**src/rtl/trigcap_pkg.sv**
```systemverilog
package trigcap_pkg;
  typedef enum logic {
    EDGE_RISE = 1'b0,
    EDGE_FALL = 1'b1
  } edge_sel_e;
endpackage

```
**src/rtl/trigcap_rate_gate.sv**
```systemverilog
module trigcap_rate_gate #(
  parameter int DIV_W = 8
) (
  input  logic             clk,
  input  logic             rst_n,
  input  logic             clr,
  input  logic             adv,
  input  logic [DIV_W-1:0] div,
  output logic             slot
);
  localparam int CW = DIV_W + 1;

  logic [DIV_W-1:0] cnt_q, cnt_d;
  logic [CW-1:0]    div_eff;
  logic [CW-1:0]    cnt_inc;

  always_comb begin
    div_eff = (div <= DIV_W'(1)) ? CW'(1) : {1'b0, div};
    cnt_inc = {1'b0, cnt_q} + CW'(1);
    cnt_d   = cnt_q;
    if (clr) begin
      cnt_d = '0;
    end else if (adv) begin
      cnt_d = (cnt_inc >= div_eff) ? '0 : cnt_inc[DIV_W-1:0];
    end
  end

  always_ff @(posedge clk or negedge rst_n) begin
    if (!rst_n) begin
      cnt_q <= '0;
    end else if (clr || adv) begin
      cnt_q <= cnt_d;
    end
  end

  assign slot = (cnt_q == '0);
endmodule

```
**src/rtl/trigcap_cross_det.sv**
```systemverilog
module trigcap_cross_det
  import trigcap_pkg::*;
#(
  parameter int DATA_W = 16
) (
  input  logic              clk,
  input  logic              rst_n,
  input  logic              clr,
  input  logic              adv,
  input  logic              en,
  input  edge_sel_e         edge_sel,
  input  logic [DATA_W-1:0] smp,
  input  logic [DATA_W-1:0] level,
  output logic              hit
);
  logic [DATA_W-1:0] prev_q, prev_d;
  logic              seen_q, seen_d;
  logic              prev_below, cur_below;

  always_comb begin
    prev_below = $signed(prev_q) < $signed(level);
    cur_below  = $signed(smp) < $signed(level);
    hit = 1'b0;
    if (en && seen_q) begin
      if (edge_sel == EDGE_RISE) hit = prev_below && !cur_below;
      else                       hit = !prev_below && cur_below;
    end
    prev_d = prev_q;
    seen_d = seen_q;
    if (clr) begin
      seen_d = 1'b0;
    end else if (adv) begin
      prev_d = smp;
      seen_d = 1'b1;
    end
  end

  always_ff @(posedge clk or negedge rst_n) begin
    if (!rst_n) begin
      prev_q <= '0;
      seen_q <= 1'b0;
    end else if (clr || adv) begin
      prev_q <= prev_d;
      seen_q <= seen_d;
    end
  end
endmodule

```
**src/rtl/trigcap_wr_ptr.sv**
```systemverilog
module trigcap_wr_ptr #(
  parameter int ADDR_W = 10
) (
  input  logic              clk,
  input  logic              rst_n,
  input  logic              clr,
  input  logic              inc,
  output logic [ADDR_W-1:0] ptr,
  output logic              wrap
);
  localparam logic [ADDR_W-1:0] TOP = '1;

  logic [ADDR_W-1:0] ptr_q, ptr_d;

  always_comb begin
    wrap  = inc && (ptr_q == TOP);
    ptr_d = ptr_q;
    if (clr)       ptr_d = '0;
    else if (wrap) ptr_d = '0;
    else if (inc)  ptr_d = ptr_q + ADDR_W'(1);
  end

  always_ff @(posedge clk or negedge rst_n) begin
    if (!rst_n) begin
      ptr_q <= '0;
    end else if (clr || inc) begin
      ptr_q <= ptr_d;
    end
  end

  assign ptr = ptr_q;
endmodule

```
**src/rtl/trigcap_ctrl.sv**
```systemverilog
module trigcap_ctrl
  import trigcap_pkg::*;
#(
  parameter int DATA_W = 16,
  parameter int ADDR_W = 10,
  parameter int DIV_W  = 8
) (
  input  logic              clk,
  input  logic              rst_n,
  input  logic              smp_valid,
  input  logic [DATA_W-1:0] smp_data,
  input  logic [DIV_W-1:0]  rate_div,
  input  logic [DATA_W-1:0] trig_level,
  input  logic              fall_sel,
  input  logic              arm,
  input  logic              hold,
  input  logic              restart,
  output logic              ram_we,
  output logic [ADDR_W-1:0] ram_addr,
  output logic [DATA_W-1:0] ram_wdata,
  output logic              triggered,
  output logic              full,
  output logic [ADDR_W-1:0] last_addr
);
  // reset: asserted asynchronously, released on a clock edge
  logic [1:0] rst_sync_q;
  logic       rst_core_n;

  always_ff @(posedge clk or negedge rst_n) begin
    if (!rst_n) rst_sync_q <= 2'b00;
    else        rst_sync_q <= {rst_sync_q[0], 1'b1};
  end
  assign rst_core_n = rst_sync_q[1];

  logic              stopped, accept, slot, hit, do_wr, wrap;
  logic [ADDR_W-1:0] wr_ptr;
  edge_sel_e         edge_sel;

  logic              trig_q, trig_d;
  logic              full_q, full_d;
  logic              we_q, we_d;
  logic [ADDR_W-1:0] addr_q, addr_d;
  logic [DATA_W-1:0] data_q, data_d;
  logic [ADDR_W-1:0] last_q, last_d;

  assign edge_sel = fall_sel ? EDGE_FALL : EDGE_RISE;
  assign stopped  = trig_q || full_q;
  assign accept   = smp_valid && !hold && !restart && !stopped;
  assign do_wr    = accept && slot;

  trigcap_rate_gate #(.DIV_W(DIV_W)) u_rate (
    .clk   (clk),
    .rst_n (rst_core_n),
    .clr   (restart),
    .adv   (accept),
    .div   (rate_div),
    .slot  (slot)
  );

  trigcap_cross_det #(.DATA_W(DATA_W)) u_cross (
    .clk      (clk),
    .rst_n    (rst_core_n),
    .clr      (restart),
    .adv      (accept),
    .en       (arm),
    .edge_sel (edge_sel),
    .smp      (smp_data),
    .level    (trig_level),
    .hit      (hit)
  );

  trigcap_wr_ptr #(.ADDR_W(ADDR_W)) u_ptr (
    .clk   (clk),
    .rst_n (rst_core_n),
    .clr   (restart),
    .inc   (do_wr),
    .ptr   (wr_ptr),
    .wrap  (wrap)
  );

  always_comb begin
    we_d   = do_wr;
    addr_d = do_wr ? wr_ptr : addr_q;
    data_d = do_wr ? smp_data : data_q;
    last_d = do_wr ? wr_ptr : last_q;
    trig_d = trig_q;
    full_d = full_q;
    if (restart) begin
      trig_d = 1'b0;
      full_d = 1'b0;
    end else begin
      if (accept && hit) trig_d = 1'b1;
      if (wrap)          full_d = 1'b1;
    end
  end

  always_ff @(posedge clk or negedge rst_core_n) begin
    if (!rst_core_n) begin
      we_q   <= 1'b0;
      trig_q <= 1'b0;
      full_q <= 1'b0;
    end else begin
      we_q   <= we_d;
      trig_q <= trig_d;
      full_q <= full_d;
    end
  end

  always_ff @(posedge clk or negedge rst_core_n) begin
    if (!rst_core_n) begin
      addr_q <= '0;
      data_q <= '0;
      last_q <= '0;
    end else if (do_wr) begin
      addr_q <= addr_d;
      data_q <= data_d;
      last_q <= last_d;
    end
  end

  assign ram_we    = we_q;
  assign ram_addr  = addr_q;
  assign ram_wdata = data_q;
  assign triggered = trig_q;
  assign full      = full_q;
  assign last_addr = last_q;
endmodule

```
**config.mk**
```make
export PLATFORM = sky130hd
export DESIGN_NAME = trigcap_ctrl
export DESIGN_NICKNAME = d
export VERILOG_FILES = /design/src/rtl/trigcap_pkg.sv /design/src/rtl/trigcap_rate_gate.sv /design/src/rtl/trigcap_cross_det.sv /design/src/rtl/trigcap_wr_ptr.sv /design/src/rtl/trigcap_ctrl.sv
export SDC_FILE = /design/constraint.sdc
export NUM_CORES = 1
export LEC_CHECK = 0
export BUFFER_PORTS_ARGS = -buffer_cell sky130_fd_sc_hd__buf_4
export CAP_MARGIN = 25
export CELL_PAD_IN_SITES_DETAIL_PLACEMENT = 1
export CELL_PAD_IN_SITES_GLOBAL_PLACEMENT = 1
export CORE_ASPECT_RATIO = 0.75
export CORE_MARGIN = 4
export CORE_UTILIZATION = 42
export DETAILED_ROUTE_END_ITERATION = 8
export PLACE_DENSITY_LB_ADDON = 0.1
export SLEW_MARGIN = 20
export SYNTH_ARGS = -nofsm -noshare
export SYNTH_HDL_FRONTEND = slang
export SYNTH_SLANG_ARGS = --single-unit
```
**constraint.sdc**
```tcl
create_clock -name clk -period 2.55 [get_ports clk]
set_clock_uncertainty 0.2 [all_clocks]
set_input_delay 0 -clock clk [delete_from_list [all_inputs] [get_ports clk]]
set_output_delay 0 -clock clk [all_outputs]
set_load 0.005 [all_outputs]
```
==> results.ini <==
[timing]
period_share_pct=107
setup_viol=8
clock.fmax_ghz=0.365
grt_setup_unrepaired=true
timing.hold.ws_ps=60.2
tightest_slew_ps=618
slew_headroom_pct=58.8
slew_violations=0
period_needed_ps=2740
finalHoldViolCount=0
fin_ws_ps=-186

[synthesis]
synth.most_common_cell=dfrtp_1
ys_warn_count=0
ys_top_cells_by_area=dfrtp_1 (44%), ha_1 (14%), mux2_2 (12%)
synth_seq_cells=66
synth_top_area_share_pct=43.7
synth_edf_count=0
ys_types=42
post_synth.cell_area_avg_sq_um=10.7
synthArstFlopShare_pct=100
synth_cells=355
syn_nets=443
synth_area_sq_um=3780
seq_area_frac_synth_pct=43.7
synth_top_area_cell=dfrtp_1
ys.flop_type=dfrtp_1
yosys-top-cells-count=dfrtp_1 (66), ha_1 (41), mux2_2 (41), inv_1 (28), nand2_1 (26)

[clocking]
cts_max_level=3
clock_path_buffers=2
root_buffer=clkbuf_16
cts_tree=done
clk-insertion-delay-late_ps=340
cts.sinks=66
cts_buffers=9
cts.clk_slew.worst_paths_ps=60

[pwr]
finalPower_mw=3.20
p_leak_nw=2.70
p_per_area_nw_per_um2=582
ir_drop_mv=0.474

[floorplan]
rows=29
core-area_sq_um=8600
dieArea_sq_um=10600
pin_count=86
initial_core_util_pct=44.0
die_w_microns=118
die_h_microns=90.2

[layout]
multiInputGateArea_sq_um=2030
fill_cells=933
fin_cells=608
seq_area_sq_um=1650
syn2layout_area_growth_pct=45.2
drive_above_1_share_pct=40.4
nets=583
diodes=0

[min_path]
hold_start=smp_data[15]
hold_path.class=input port to register

[worst_setup_path]
critPathLaunch=u_rate.cnt_q[1]
crit_family=compound AO/OA/AOI/OAI gates
crit_type=register to register
worstPathBufferInverterCount=1
critical_path_required_ps=2620
critPathSlowestCell=dfrtp_1
crit_path_start_kind=register
worstPathArrival_ps=2800
timing.critical_path.cells=buf_6 > ha_4 > nand3_4 > nor2_4 > xor2_2 > ha_1 > a211o_1 > nand3_2 > nand3b_1 > a211oi_1 > o21ai_0 > o21ai_1
path_max_fanout=3
slowest_delay_ps=390
worstSetupEndpointType=register
r2r-start=u_rate.cnt_q[1]

[detailed_routing]
routedWlPerCell_microns=18.7
dr.pass1.iters=4
vias=3236
totalWireLength_microns=11400
via_per_inst=5.32
drc_errors=0
drt_iter0_drc=91
ant_nets=0

[outcome]
outcome=finished with violations
violations=setup timing

[global_routing]
overflow=0
antenna_found_initial=0
grt_max_degree=41
grt_pass1_vias=3597
grt_use_total_pct=21.2
grt_pass1_wl_microns=18000

[placement]
gp_congestion=0.764
dp_hpwl_microns=7410
portBuffers=85
place_ws_ps=-264
post-place-cells=550

[flow_run]
drv_cap=0

==> flip-flops by register name (all words and copies together), names as in the netlist <==
register / count
ram_wdata: 16
u_cross.prev_q: 16
last_addr: 10
rst_sync_q: 2
u_ptr.ptr: 10
u_cross.seen_q: 1
u_rate.cnt_q: 8
triggered: 1
ram_we: 1
full: 1
==> power by group <==
part | internal [mW] | total (mW) | switching [mW]
combinational | 0.386 | 0.672 | 0.286
sequential | 1.17 | 1.25 | 0.0828
clock | 0.808 | 1.27 | 0.463
==> cell type report <==
class / instances / area share (%)
timing repair buffer: 146 / 22.9
multi-input combinational: 244 / 37.0
sequential: 66 / 30.1
tap: 108 / 2.46
clock inverter: 4 / 0.911
clock buffer: 12 / 4.67
inverter: 28 / 1.91
==> logic make-up (layout without fill, tap and decap cells) <==
logic type	Yosys count	count (layout)	synth area share [%]
flip-flops	66	66	43.7
adder cells (fa/ha/maj)	41	41	13.6
other	1	1	0.0991
XOR/XNOR	9	9	2.08
AO/OA/AOI/OAI	58	58	9.63
AND/OR/NAND/NOR	93	93	12.8
multiplexers	42	42	12.5
buffers and inverters	45	190	5.66
==> repair_timing <==
item	in CTS	in global routing
setup endpoints to repair	23	41
hold buffers	23	0
gates resized for setup	20	22
pin swaps	9	4
endpoints found under the hold margin	47	0
gates cloned	0	3
buffers inserted	9	7
==> metrics by stage <==
| step | TNS [ps] | utilization [%] | instance area [sq um] |
|---|---|---|---|
| 2_1_floorplan | 0 | - | 3800 |
| 3_3_place_gp | -473 | 53.7 | 4620 |
| 3_5_place_dp | -1710 | 53.7 | 4620 |
| 4_1_cts | -80.7 | 61.7 | 5300 |
| 5_1_grt | -3920 | 63.9 | 5490 |
| 6_report | -874 | 63.9 | 5490 |
==> worst paths after layout <==
kind	end	cells after the start	slack [ps]
worst max-delay path	u_rate.cnt_q[6]	12	-190
worst min-delay path	triggered	5	60
worst max register to register	u_rate.cnt_q[6]	12	-190
worst min register to register	ram_wdata[10]	0	90
max in group asynchronous	ram_wdata[0]	1	1430
min in group asynchronous	ram_wdata[10]	0	90
==> cell usage in the layout, fill, tap and decap left out, types with 3 or more instances in the layout <==
master / Yosys / final
dfrtp_1: 66 / 64
a211oi_1: 5 / 5
dlygate4sd3_1: 0 / 23
nand4_1: 3 / 3
a21o_1: 3 / 3
xnor2_1: 4 / 4
and3_1: 5 / 3
mux2_2: 41 / 41
o211ai_1: 4 / 4
buf_12: 0 / 4
xor2_1: 5 / 4
o21ai_1: 1 / 6
a32o_1: 4 / 4
clkbuf_16: 0 / 11
ha_1: 41 / 39
o21ai_0: 15 / 9
a21oi_1: 20 / 19
nand2_1: 26 / 24
nand3b_1: 3 / 3
nand2b_1: 7 / 7
nor2_1: 22 / 21
nand3_1: 10 / 7
buf_4: 11 / 112
inv_1: 28 / 28
==> tightest hold or removal path: cells and delay by family <==
kind / cells / cell delay (ps)
adder cells (fa/ha/maj): 1 / 190
multiplexers: 1 / 110
buffers and inverters: 1 / 80
AND/OR/NAND/NOR: 1 / 60
AO/OA/AOI/OAI: 1 / 90
==> layer usage <==
metal / share of wire, % / GRT usage [%]
met5: 0 / 0
met4: 1.7 / 6.05
met3: 4.4 / 6.21
met2: 51 / 36.4
met1: 43 / 25.9
Power figures use the tool's default switching activity.
